$ cat src/rtl/fp2int_pkg.sv
package fp2int_pkg;

  localparam int MANT_W = 53;
  localparam int EXPV_W = 13;

  typedef enum logic [1:0] {
    FMT_SGL = 2'b00,
    FMT_DBL = 2'b01,
    FMT_RSV = 2'b10,
    FMT_HLF = 2'b11
  } fp_fmt_e;

  typedef struct packed {
    logic                sign;
    logic                is_zero;
    logic                is_sub;
    logic                is_inf;
    logic                is_nan;
    logic                bad_fmt;
    logic [EXPV_W-1:0]   exp;   // unbiased, two's complement
    logic [MANT_W-1:0]   mant;  // hidden bit at MANT_W-1
  } fp_unpacked_t;

  // round-to-nearest-even increment decision
  function automatic logic rne_up(input logic lsb, input logic half, input logic sticky);
    return half & (sticky | lsb);
  endfunction

  function automatic logic is_finite_normal(input fp_unpacked_t u);
    return !(u.is_zero | u.is_sub | u.is_inf | u.is_nan | u.bad_fmt);
  endfunction

endpackage

$ cat src/rtl/fp2int_field_dec.sv
module fp2int_field_dec
  import fp2int_pkg::*;
#(
  parameter int EB = 8,
  parameter int FB = 23
) (
  input  logic [EB+FB:0]  raw,
  output fp_unpacked_t    up
);
  localparam int BIAS = (1 << (EB - 1)) - 1;

  logic [EB-1:0] expf;
  logic [FB-1:0] frac;
  logic          e_ones;
  logic          e_zero;
  logic          f_zero;

  assign expf   = raw[EB+FB-1:FB];
  assign frac   = raw[FB-1:0];
  assign e_ones = &expf;
  assign e_zero = ~|expf;
  assign f_zero = ~|frac;

  always_comb begin
    up         = '0;
    up.sign    = raw[EB+FB];
    up.is_zero = e_zero & f_zero;
    up.is_sub  = e_zero & ~f_zero;
    up.is_inf  = e_ones & f_zero;
    up.is_nan  = e_ones & ~f_zero;
    up.bad_fmt = 1'b0;
    up.exp     = EXPV_W'(expf) - EXPV_W'(BIAS);
    up.mant    = MANT_W'({1'b1, frac}) << (MANT_W - 1 - FB);
  end
endmodule

$ cat src/rtl/fp2int_unpack.sv
module fp2int_unpack
  import fp2int_pkg::*;
#(
  parameter int OP_W = 64
) (
  input  logic [OP_W-1:0] operand,
  input  logic [1:0]      fmt,
  output fp_unpacked_t    up
);
  localparam int NFMT = 3;
  localparam int EB_TAB [NFMT] = '{8, 11, 5};
  localparam int FB_TAB [NFMT] = '{23, 52, 10};

  fp_unpacked_t dec [NFMT];

  for (genvar g = 0; g < NFMT; g++) begin : g_dec
    localparam int EB = EB_TAB[g];
    localparam int FB = FB_TAB[g];
    fp2int_field_dec #(.EB(EB), .FB(FB)) u_dec (
      .raw (operand[EB+FB:0]),
      .up  (dec[g])
    );
  end

  always_comb begin
    case (fp_fmt_e'(fmt))
      FMT_SGL: up = dec[0];
      FMT_DBL: up = dec[1];
      FMT_HLF: up = dec[2];
      default: begin
        up         = '0;
        up.bad_fmt = 1'b1;
      end
    endcase
  end
endmodule

$ cat src/rtl/fp2int_round.sv
module fp2int_round
  import fp2int_pkg::*;
#(
  parameter int INT_W = 64
) (
  input  fp_unpacked_t    up,
  output logic [INT_W:0]  mag,
  output logic            lost,
  output logic            huge,
  output logic            tie_evt
);
  localparam int FX_W = 2 * INT_W;
  localparam int SH_W = $clog2(INT_W);

  logic                    normal;
  logic signed [EXPV_W-1:0] e;
  logic                    in_shift;
  logic                    at_half;
  logic                    tiny;
  logic [FX_W-1:0]         f0;
  logic [FX_W-1:0]         fx;
  logic [INT_W-1:0]        ipart;
  logic                    half_b;
  logic                    sticky_b;

  assign normal   = is_finite_normal(up);
  assign e        = $signed(up.exp);
  assign huge     = normal && (e >= EXPV_W'(INT_W));
  assign in_shift = normal && (e >= 0) && !huge;
  assign at_half  = normal && (e == -1);
  assign tiny     = normal && (e < -1);

  // hidden bit lands on the weight-one position of a 64.64 fixed point word
  assign f0 = FX_W'(up.mant) << (INT_W - (MANT_W - 1));

  always_comb begin
    if (in_shift)     fx = f0 << e[SH_W-1:0];
    else if (at_half) fx = f0 >> 1;
    else              fx = '0;
  end

  assign ipart    = fx[FX_W-1:INT_W];
  assign half_b   = fx[INT_W-1];
  assign sticky_b = |fx[INT_W-2:0];

  always_comb begin
    mag  = {1'b0, ipart} + (INT_W+1)'(rne_up(ipart[0], half_b, sticky_b));
    lost = half_b | sticky_b | tiny;
  end

  assign tie_evt = (in_shift | at_half) & half_b & ~sticky_b;
endmodule

$ cat src/rtl/fp2int_clamp.sv
module fp2int_clamp #(
  parameter int INT_W    = 64,
  parameter int NARROW_W = 32
) (
  input  logic             sign,
  input  logic             wide,
  input  logic [INT_W:0]   mag,
  input  logic             huge,
  input  logic             lost,
  input  logic             is_nan,
  input  logic             is_inf,
  input  logic             is_sub,
  input  logic             bad_fmt,
  output logic             out_of_range,
  output logic [INT_W-1:0] value,
  output logic             inv,
  output logic             inx
);
  logic [INT_W:0]   lim;
  logic             mag_over;
  logic [INT_W-1:0] signed_full;
  logic [INT_W-1:0] sat_pos;
  logic [INT_W-1:0] sat_neg;
  logic [INT_W-1:0] fit_val;

  // magnitude of the most negative integer of the selected width
  assign lim = wide ? ((INT_W+1)'(1) << (INT_W - 1)) : ((INT_W+1)'(1) << (NARROW_W - 1));

  assign mag_over     = sign ? (mag > lim) : (mag >= lim);
  assign out_of_range = huge | is_inf | mag_over;

  assign signed_full = sign ? (~mag[INT_W-1:0] + INT_W'(1)) : mag[INT_W-1:0];

  assign sat_pos = wide ? {1'b0, {(INT_W-1){1'b1}}}
                        : INT_W'({1'b0, {(NARROW_W-1){1'b1}}});
  assign sat_neg = wide ? {1'b1, {(INT_W-1){1'b0}}}
                        : INT_W'({1'b1, {(NARROW_W-1){1'b0}}});
  assign fit_val = wide ? signed_full : INT_W'(signed_full[NARROW_W-1:0]);

  always_comb begin
    if (is_nan | bad_fmt)  value = '0;
    else if (out_of_range) value = sign ? sat_neg : sat_pos;
    else                   value = fit_val;
  end

  assign inv = is_nan | bad_fmt | out_of_range;
  assign inx = ~inv & (lost | is_sub);
endmodule

$ cat src/rtl/fp2int_rne.sv
module fp2int_rne
  import fp2int_pkg::*;
#(
  parameter int INT_W    = 64,
  parameter int NARROW_W = 32
) (
  input  logic             clk,
  input  logic             rst_n,
  input  logic             in_valid,
  input  logic [63:0]      operand,
  input  logic [1:0]       fmt,
  input  logic             wide,
  output logic             out_valid,
  output logic [INT_W-1:0] result,
  output logic             invalid,
  output logic             inexact
);
  fp_unpacked_t     up;
  logic [INT_W:0]   mag;
  logic             lost;
  logic             huge;
  logic             tie_evt;
  logic             ovf_evt;
  logic [INT_W-1:0] val_c;
  logic             inv_c;
  logic             inx_c;

  fp2int_unpack #(.OP_W(64)) u_unpack (
    .operand (operand),
    .fmt     (fmt),
    .up      (up)
  );

  fp2int_round #(.INT_W(INT_W)) u_round (
    .up      (up),
    .mag     (mag),
    .lost    (lost),
    .huge    (huge),
    .tie_evt (tie_evt)
  );

  fp2int_clamp #(.INT_W(INT_W), .NARROW_W(NARROW_W)) u_clamp (
    .sign         (up.sign),
    .wide         (wide),
    .mag          (mag),
    .huge         (huge),
    .lost         (lost),
    .is_nan       (up.is_nan),
    .is_inf       (up.is_inf),
    .is_sub       (up.is_sub),
    .bad_fmt      (up.bad_fmt),
    .out_of_range (ovf_evt),
    .value        (val_c),
    .inv          (inv_c),
    .inx          (inx_c)
  );

  always_ff @(posedge clk or negedge rst_n) begin
    if (!rst_n) begin
      out_valid <= 1'b0;
      result    <= '0;
      invalid   <= 1'b0;
      inexact   <= 1'b0;
    end else begin
      out_valid <= in_valid;
      if (in_valid) begin
        result  <= val_c;
        invalid <= inv_c;
        inexact <= inx_c;
      end
    end
  end

  // one-cycle latency and hold while idle
  p_valid_follow_r10: assert property (@(posedge clk) disable iff (!rst_n)
    in_valid |=> out_valid);
  p_idle_hold_r10: assert property (@(posedge clk) disable iff (!rst_n)
    !in_valid |=> (!out_valid && $stable(result) && $stable(invalid) && $stable(inexact)));

  // narrow results leave the upper half clear
  p_upper_zero_r3: assert property (@(posedge clk) disable iff (!rst_n)
    (in_valid && !wide) |=> (result[INT_W-1:NARROW_W] == '0));

  // an in-range tie always lands on an even integer
  p_tie_even_r1: assert property (@(posedge clk) disable iff (!rst_n)
    (in_valid && tie_evt && !ovf_evt) |=> !result[0]);

  // out-of-range values flag and saturate to a non-zero limit
  p_no_overflow_r4: assert property (@(posedge clk) disable iff (!rst_n)
    (in_valid && ovf_evt) |=> (invalid && !inexact && result != '0));

  // NaN gives zero with the invalid flag
  p_nan_zero_r5: assert property (@(posedge clk) disable iff (!rst_n)
    (in_valid && up.is_nan) |=> (invalid && result == '0));

  // zeros are clean
  p_zero_clean_r7: assert property (@(posedge clk) disable iff (!rst_n)
    (in_valid && up.is_zero) |=> (result == '0 && !invalid && !inexact));

  // the two flags never appear together
  p_flags_exclusive_r8: assert property (@(posedge clk) disable iff (!rst_n)
    out_valid |-> !(invalid && inexact));

  // the unused format code is rejected
  p_reserved_fmt_r9: assert property (@(posedge clk) disable iff (!rst_n)
    (in_valid && fmt == 2'b10) |=> (invalid && !inexact && result == '0));

endmodule

$ cat config.mk
export PLATFORM = sky130hd
export DESIGN_NAME = fp2int_rne
export DESIGN_NICKNAME = d
export VERILOG_FILES = /design/src/rtl/fp2int_pkg.sv /design/src/rtl/fp2int_field_dec.sv /design/src/rtl/fp2int_unpack.sv /design/src/rtl/fp2int_round.sv /design/src/rtl/fp2int_clamp.sv /design/src/rtl/fp2int_rne.sv
export SDC_FILE = /design/constraint.sdc
export NUM_CORES = 1
export LEC_CHECK = 0
export ABC_CLOCK_PERIOD_IN_PS = 2500
export BUFFER_PORTS_ARGS = -buffer_cell sky130_fd_sc_hd__buf_2
export CORE_MARGIN = 8
export CORE_UTILIZATION = 45
export CTS_CLUSTER_DIAMETER = 50
export DETAILED_ROUTE_END_ITERATION = 7
export PLACE_DENSITY = 0.65
export SLEW_MARGIN = 30
export SYNTH_ARGS = -nofsm -noshare
export SYNTH_HDL_FRONTEND = slang
export SYNTH_SLANG_ARGS = --single-unit
export TNS_END_PERCENT = 1
$ cat constraint.sdc
create_clock -name clk -period 2.5 [get_ports clk]
set_input_delay 0.125 -clock clk [delete_from_list [all_inputs] [get_ports clk]]
set_output_delay 0.125 -clock clk [all_outputs]
set_load 0.005 [all_outputs]
# Yosys cells after proc, flatten, opt, wreduce, memory -nomap -nowiden

Cells that the tools add are included.

$add $sub $neg: 5
Mux-type cells: 12
$lt $le $gt $ge: 5
Eq/ne operators: 3
Bitwise logic cells: 28
Shifts and indexed selects: 1
Reductions and logical operators: 24

Operator list:

| cell                   | count |
|---|---|
| $mux 64                | 8 |
| $pmux 72 s3            | 1 |
| $mux 128               | 1 |
| $shl 65x6->128         | 1 |
| $add 64x1->65          | 1 |
| $ge 65x65->1           | 1 |
| $gt 65x65->1           | 1 |
| $add 64x1->64 const B  | 1 |
| $not 64->64            | 1 |
| $mux 63                | 1 |
| $reduce_or 63->1       | 1 |
| $reduce_or 52->1       | 1 |
| $reduce_or 23->1       | 1 |
| $and 1x1->1            | 14 |
| $eq 13x1->1 const B    | 1 |
| $ge 13x1->1 const B    | 1 |
| $ge 13x8->1 const B    | 1 |
| $lt 13x1->1 const B    | 1 |
| $or 1x1->1             | 12 |
| $sub 11x10->12 const B | 1 |
| $reduce_and 11->1      | 1 |
| $reduce_or 11->1       | 1 |
| $reduce_or 10->1       | 1 |
| $sub 8x7->9 const B    | 1 |
| other kinds (12)       | 23 |

Bits of input ports: 70
Output and inout port bits: 67
Logic and storage cells: 82
Register bits: 67

# Longest topological paths before layout

Gate-level depths: netlist of the first run.

Word-level depth: 23
Mapped depth: 34
Depth with buffers taken out: 24

# Hierarchy

A second synthesis of the first run with hierarchy kept.

Cell total of the unflattened synthesis: 1793
Area, all modules: 15801.4 um2

Modules (own cells, without submodules):

| module                                      | times used | seq. area each (um2) | cells an instance | area each (um2) |
|---|---|---|---|---|
| fp2int_round                                | 1          | 0.0                  | 809               | 6663.9 |
| fp2int_rne                                  | 1          | 1676.6               | 140               | 2636.3 |
| fp2int_clamp                                | 1          | 0.0                  | 378               | 2304.7 |
| fp2int_unpack                               | 1          | 0.0                  | 170               | 2065.7 |
| fp2int_field_dec at u_unpack.g_dec[1].u_dec | 1          | 0.0                  | 114               | 794.5 |
| fp2int_field_dec at u_unpack.g_dec[0].u_dec | 1          | 0.0                  | 97                | 706.9 |
| fp2int_field_dec at u_unpack.g_dec[2].u_dec | 1          | 0.0                  | 85                | 629.4 |

# Worst setup path after synthesis of the first run

Ideal clock, no wire load.

Path kind: input-to-reg
Start: in operand[52]
End: reg result[11]
Required time: 2.374 ns
Arrival: 6.457 ns
Cell stages on the path: 32
Buffers on the path: 8
Path slack: -4.083 ns
Setup time: 0.126 ns
Cell sequence: buf_4 > buf_2 > inv_1 > ha_1 > buf_4 > mux2i_1 > o22ai_1 > mux2i_1 > mux2i_1 > a21oi_1 > o21ai_0 > a221oi_2 > nor3b_1 > ha_1 > clkbuf_1 > nand2_1 > and4b_1 > nor2_1 > nor3_2 > xor2_1 > o2111ai_1 > a211oi_2 > and4_1 > buf_2 > nand4_1 > or4_1 > buf_2 > nand3_2 > buf_6 > buf_8 > a211oi_1 > a221o_1

Word-level cells in the longest chain between the ends: 23
Elaborated cells between the ends (all ways): 41
Classes of those cells: add/sub (3); order compare (4); eq/ne (1); shift (1); mux (8); bitwise (14); reduce/logical (10)

RTL lines:

| item                                                   | line                | RTL |
|---|---|---|
| from (decl)                                            | fp2int_rne.sv:10    | `input logic [63:0] operand,` |
| branches (longest 3 deep; another with $sub 11x10->12) | -                   |  |
| $pmux 72 s3 *                                          | fp2int_unpack.sv:26 | `case (fp_fmt_e'(fmt))` |
| branches (longest 18 deep; another with $add 64x1->65) | -                   |  |
| $mux 64 *                                              | fp2int_clamp.sv:41  | `if (is_nan \| bad_fmt) value = '0;` |
| to (signal assigned)                                   | fp2int_rne.sv:67    | `result <= val_c;` |
| to (decl)                                              | fp2int_rne.sv:14    | `output logic [INT_W-1:0] result,` |

Mark *: on every way between the ends.
A chain may end at the register's enable or synchronous reset.

# Worst setup path after layout of the first run

Start: in operand[53]
End: reg result[52]

The elaborated chain is that of the path after synthesis.

==> results.py, run 1 <==
metrics = {
    "worst_setup_path": {
        "r2r_slack_ns": 1.49,
        "r2r_start": "result[62]$_DFFE_PN0P_",
        "crit_path_end_kind": "flip-flop",
        "reg2regPathDepth": 2,
        "cp.required_ns": 2.75,
        "worst_r2r_endpoint": "result[62]$_DFFE_PN0P_",
        "worst_setup_path_start_kind": "input pin",
        "crit_slowest_cell": "a221oi_4",
        "crit_path_max_incr_delay_ns": 0.36,
        "crit_fanout": 7,
        "crit_type": "input pin to flip-flop",
        "crit_top_cell": "buf_6",
        "critPathArrivalTime_ns": 6.26,
    },
    "route": {
        "drt_wl_total_um": 88560,
        "drt_iter0_markers": 2401,
        "via_per_inst": 6.725,
        "num_vias": 22070,
        "ant_nets": 0,
        "drc": 0,
        "routedWlPerCell_um": 26.98,
        "dr.pass1.iters": 6,
    },
    "min_path": {
        "hold_path.class": "input pin to async pin",
    },
    "global_route": {
        "grtUsageTotal": 0.4488,
        "grt-ovfl-total": 0,
        "grt_max_degree": 46,
        "antenna_found_initial": 0,
        "grt_pass1_wl_um": 128700,
        "grt_pass1_vias": 21820,
    },
    "place": {
        "dpl.hpwl_um": 65050,
        "portBuffers": 136,
        "routabilityCongestion": 1.108,
        "place_inst": 3172,
        "dpl_cell_area_mm2": 0.02139,
    },
    "clock_tree": {
        "cts.path.max_buffers": 2,
        "clkSinkCount": 67,
        "clk_pin_slew_ns": 0.05,
        "clock_latency_ns": 0.35,
        "cts_root_buf": "clkbuf_16",
        "cts_tree": "built",
        "cts_buffers": 9,
        "h-tree-depth": 3,
    },
    "sta": {
        "rsz0062_at_grt": "yes",
        "final-setup-viol-count": 66,
        "fmax_mhz": 166.2,
        "fin_crit_ns": 6.016,
        "maxSlewViolCount": 0,
        "hold_viol_final": 0,
        "finalCritPeriodShare": 2.406,
        "slew_headroom": 0.4417,
        "setup_ws_ns": -3.516,
        "hold_slack_ns": 0.1482,
        "worstMarginPinSlew_ns": 0.8375,
        "fin_worst_skew_ns": 0,
    },
    "synth": {
        "syn_avg_cell_area_um2": 7.432,
        "yosysMostFrequentCell": "nor2_1",
        "syn-cell-area_mm2": 0.01411,
        "yosys_warnings": 0,
        "ys_ff_latch": 67,
        "async_flop_share": 1.000,
        "ys_top_cells_by_count": "nor2_1 (162), nand2_1 (161), mux2i_1 (138)",
        "synth_top_area_share": 0.1189,
        "synth_edf_count": 0,
        "netlist-cell-type-count": 127,
        "synth_area_leaders": "dfrtp_1 (12%), mux2i_1 (9.8%), nor2_1 (4.3%)",
        "postSynthCellCount": 1898,
        "synth_flop_cell": "dfrtp_1",
        "synth.largest_area_cell": "dfrtp_1",
        "ys_seq_area_frac": 0.1189,
        "syn_nets": 1981,
    },
    "run_status": {
        "violations": "setup timing",
        "status": "complete, but fails checks",
    },
    "final_layout": {
        "nets": 2957,
        "design_area_mm2": 0.02431,
        "area.growth.synth_to_final_pct": 72.33,
        "final_cells": 3282,
        "drive_gt1_frac": 0.5238,
    },
    "power": {
        "ir_drop_mv": 0.4162,
        "total_leakage_power_nw": 10.72,
        "p_per_area_mw_per_mm2": 490.3,
    },
    "floorplanning": {
        "io_pins": 137,
        "die_area_mm2": 0.03727,
        "die_x_um": 193.1,
        "placementRows": 65,
        "coreArea_mm2": 0.03123,
        "die_h_um": 193.1,
        "start_util": 0.4517,
    },
    "run": {
        "max_cap_viol_count": 0,
    },
}
-- registers in the layout, indices dropped and copies added (netlist names) --
register,cells
invalid,1
result,64
out_valid,1
inexact,1
-- worst max-delay path, delay by kind of cell --
family          cells  cell delay, ns
compound gates     10            2.17
simple gates        8            1.40
buf+inv            10            1.36
fa+ha+maj           2            0.55
mux                 2            0.43
xor+xnor            1            0.19
-- metrics by stage --
stage / setup WS [ns] / total power, mW / util / TNS [ns]
CTS: -2.986 / 11.03 / 0.7585 / -193.26
global placement: -3.824 / 8.504 / 0.6848 / -248.34
detailed placement: -3.964 / 8.621 / 0.6848 / -253.04
finish: -3.516 / 11.92 / 0.7784 / -215.77
global route: -3.614 / 12.27 / 0.7783 / -223.08
floorplan: -3.341 / 4.888 / - / -213.02
-- cells in the final DEF (no fill, tap or decap), types with 25 or more instances in the layout --
master / synthesis / final
a21oi_1: 90 / 78
buf_2: 48 / 133
buf_4: 28 / 917
buf_6: 11 / 27
dfrtp_1: 67 / 67
inv_1: 47 / 45
mux2i_1: 138 / 95
mux2i_2: 4 / 34
nand2_1: 161 / 156
nand3_1: 93 / 84
nand4_1: 46 / 46
nor2_1: 162 / 150
nor3_1: 78 / 59
nor4_1: 35 / 27
o211ai_1: 30 / 30
o21ai_0: 95 / 80
o221ai_1: 35 / 26
o22ai_1: 45 / 25
xnor2_1: 52 / 47
xor2_1: 42 / 37
-- how the worst max path moves through the flow --
stage,startpoint,end,slack [ns],cells after the start
6_report,operand[53],result[52]$_DFFE_PN0P_,-3.52,33
4_1_cts,operand[52],result[4]$_DFFE_PN0P_,-2.99,32
2_1_floorplan,operand[52],result[62]$_DFFE_PN0P_,-3.34,31
3_3_place_gp,operand[53],result[29]$_DFFE_PN0P_,-3.82,27
3_5_place_dp,operand[53],result[60]$_DFFE_PN0P_,-3.96,30
5_1_grt,operand[53],result[48]$_DFFE_PN0P_,-3.61,33
-- metal layers --
layer  vias to the layer above  routed length [um]  track usage  part of all wire
li1                       9347                   -            -                 -
met1                     10290               30390       0.4947              0.34
met2                      1787               38980       0.7230              0.44
met3                       651                9814       0.1079              0.11
met4                         0                9384       0.3864              0.11
met5                         -                   0            0                 0
-- repair_timing --
item | 4_1_cts | 5_1_grt
hold buffers | 1 | 0
gates resized for setup | 271 | 87
pin swaps | 104 | 77
cloned | 5 | 1
endpoints found under the setup margin | 66 | 66
endpoints found under the hold margin | 67 | 0
setup buffers | 72 | 17
-- power breakdown --
part	internal (mW)	leakage (nW)	switching (mW)
combinational	4.05	9.69	4.82
clock	1.00	0.173	0.513
sequential	1.34	0.863	0.195
total	6.39	10.7	5.52
-- cells by family after synthesis --
kind of cell / count (synthesis) / synth area share
adder cells (fa/ha/maj): 13 / 0.01153
buffers and inverters: 191 / 0.07247
flip-flops: 67 / 0.1189
XOR/XNOR: 94 / 0.05836
AO/OA/AOI/OAI: 602 / 0.3205
multiplexers: 161 / 0.1228
AND/OR/NAND/NOR: 770 / 0.2955
-- cell type report --
cell class | instances | area [um^2]
antenna | 1 | 2.502
clock buffer | 10 | 239.0
clock inverter | 6 | 112.6
fill | 2159 | 6920
inverter | 49 | 188.9
multi-input combinational | 1642 | 13170
sequential | 67 | 1677
tap | 402 | 503.0
timing repair buffer | 1105 | 8419
Note: power is estimated with default switching activity, not from simulation.
==> inputs of run 2 (changes only) <==
--- a/config.mk
+++ b/config.mk
@@ -16,4 +16,4 @@
 export SYNTH_ARGS = -nofsm -noshare
 export SYNTH_HDL_FRONTEND = slang
 export SYNTH_SLANG_ARGS = --single-unit
-export TNS_END_PERCENT = 1
+export TNS_END_PERCENT = 10
==> results.py, run 2 (synthesis results as in run 1) <==
metrics = {
    "clock_tree": {
        "clkSinkCount": 67,
        "h-tree-depth": 3,
        "cts_tree": "built",
        "cts.path.max_buffers": 2,
        "clock_latency_ns": 0.33,
        "cts_root_buf": "clkbuf_16",
        "cts_buffers": 9,
        "clk_pin_slew_ns": 0.05,
    },
    "power": {
        "total_leakage_power_nw": 10.56,
        "p_per_area_mw_per_mm2": 472.8,
        "ir_drop_mv": 0.4468,
    },
    "run": {
        "max_cap_viol_count": 0,
    },
    "floorplanning": {
        "placementRows": 65,
        "die_area_mm2": 0.03727,
        "coreArea_mm2": 0.03123,
        "die_h_um": 193.1,
        "io_pins": 137,
        "die_x_um": 193.1,
        "start_util": 0.4517,
    },
    "worst_setup_path": {
        "crit_path_max_incr_delay_ns": 0.39,
        "cp.required_ns": 2.73,
        "crit_path_end_kind": "flip-flop",
        "crit_slowest_cell": "a211oi_4",
        "crit_type": "input pin to flip-flop",
        "worstSetupStartpoint": "operand[52]",
        "worst_setup_path_start_kind": "input pin",
        "critPathTopFamily": "compound AO/OA/AOI/OAI gates",
        "crit_fanout": 10,
        "cp_num_buf_inv": 13,
        "r2r_start": "result[61]$_DFFE_PN0P_",
        "critPathArrivalTime_ns": 5.96,
        "crit_top_cell": "buf_4",
    },
    "sta": {
        "fmax_mhz": 174.7,
        "finalCritPeriodShare": 2.290,
        "setup_ws_ns": -3.226,
        "worstMarginPinSlew_ns": 1.062,
        "maxSlewViolCount": 0,
        "fin_crit_ns": 5.726,
        "final-setup-viol-count": 66,
        "hold_viol_final": 0,
        "fin_worst_skew_ns": 0,
        "hold_slack_ns": 0.08923,
        "slew_headroom": 0.2867,
        "fin_setup_tns_ns": -206.59,
        "rsz0062_at_grt": "yes",
    },
    "global_route": {
        "grt_pass1_vias": 21010,
        "grt_pass1_wl_um": 124600,
        "grt_max_degree": 45,
        "grtUsageTotal": 0.4353,
        "grt-ovfl-total": 0,
        "antenna_found_initial": 1,
    },
    "route": {
        "via_per_inst": 6.723,
        "num_vias": 21910,
        "drc": 10,
        "ant_nets": 0,
        "drt_iter0_markers": 2676,
        "routedWlPerCell_um": 26.57,
        "drt_wl_total_um": 86610,
        "dr.pass1.iters": 8,
    },
    "place": {
        "portBuffers": 136,
        "pre_cts_ws_ns": -3.895,
        "place_inst": 3168,
        "dpl.hpwl_um": 66230,
        "routabilityCongestion": 1.090,
    },
    "final_layout": {
        "top_register": "result",
        "fillers": 2218,
        "nets": 2935,
        "final_common_cell": "buf_4",
        "fin_util": 0.7624,
        "mostFrequentLayoutCells": "buf_4 (893), nand2_1 (159), nor2_1 (151), buf_2 (131), mux2i_1 (114)",
        "drive_gt1_frac": 0.5060,
        "largest_register_ffs": 64,
        "area.growth.synth_to_final_pct": 68.79,
        "final_cells": 3259,
    },
    "min_path": {
        "hold_path_startpoint": "in_valid",
        "hold_path.class": "input pin to flip-flop",
    },
    "run_status": {
        "violations": "DRC, setup timing",
        "status": "complete, but fails checks",
    },
}
==> run 2: where the power goes <==
group	total, mW	leakage [nW]	internal, mW	switching, mW
clock network	1.18	0.130	0.687	0.491
logic	8.56	9.57	3.91	4.65
registers	1.51	0.863	1.34	0.177
==> run 2: per-stage QoR <==
| stage | power [mW] | area (um^2) |
|---|---|---|
| after floorplan | 4.894 | 14280 |
| after global placement | 8.548 | 21390 |
| after detailed placement | 8.661 | 21390 |
| after CTS | 10.42 | 22980 |
| after global routing | 11.64 | 23810 |
| final | 11.26 | 23810 |
==> run 2: area by class of cell <==
class	count	area, um^2	share of cell area
well taps	402	503.0	0.02113
clock inverters	5	30.03	0.001261
diodes	1	2.502	0.0001051
multi-input cells	1641	12880	0.5409
flip-flops and latches	67	1677	0.07042
inverters	49	186.4	0.007830
repair buffers	1084	8294	0.3484
clock buffers	10	239.0	0.01004
==> run 2: path summary, 6_finish.rpt <==
check                                              end  slack (ns)  cells after the start
worst min-delay path               out_valid$_DFF_PN0_        0.09                      1
min in group asynchronous       result[45]$_DFFE_PN0P_        0.34                      2
max in group asynchronous       result[15]$_DFFE_PN0P_        1.19                      3
worst min register to register  result[46]$_DFFE_PN0P_        0.48                      1
worst max register to register  result[61]$_DFFE_PN0P_        1.51                      2
worst max-delay path             result[1]$_DFFE_PN0P_       -3.23                     31
==> run 2: repair_timing <==
action / CTS / global route
gates cloned: 2 / 2
pin swaps: 72 / 59
hold endpoints to repair: 23 / 0
hold buffers: 1 / 0
setup endpoints to repair: 66 / 66
setup buffers: 38 / 32
resized for setup: 208 / 113
==> run 2: worst reg2reg max path, stage by stage, from the launching register on <==
cell     delay [ns]
dfrtp_1        0.39
nor2b_1        0.14
a311o_1        0.34
==> run 2: layer usage <==
layer  track usage  vias to the layer above  part of all wire
met2        0.7192                     1751              0.45
met5             0                        -           0.00018
li1              -                     9280                 -
met1        0.4877                    10270              0.35
met4        0.3509                        2              0.10
met3       0.08255                      609              0.10
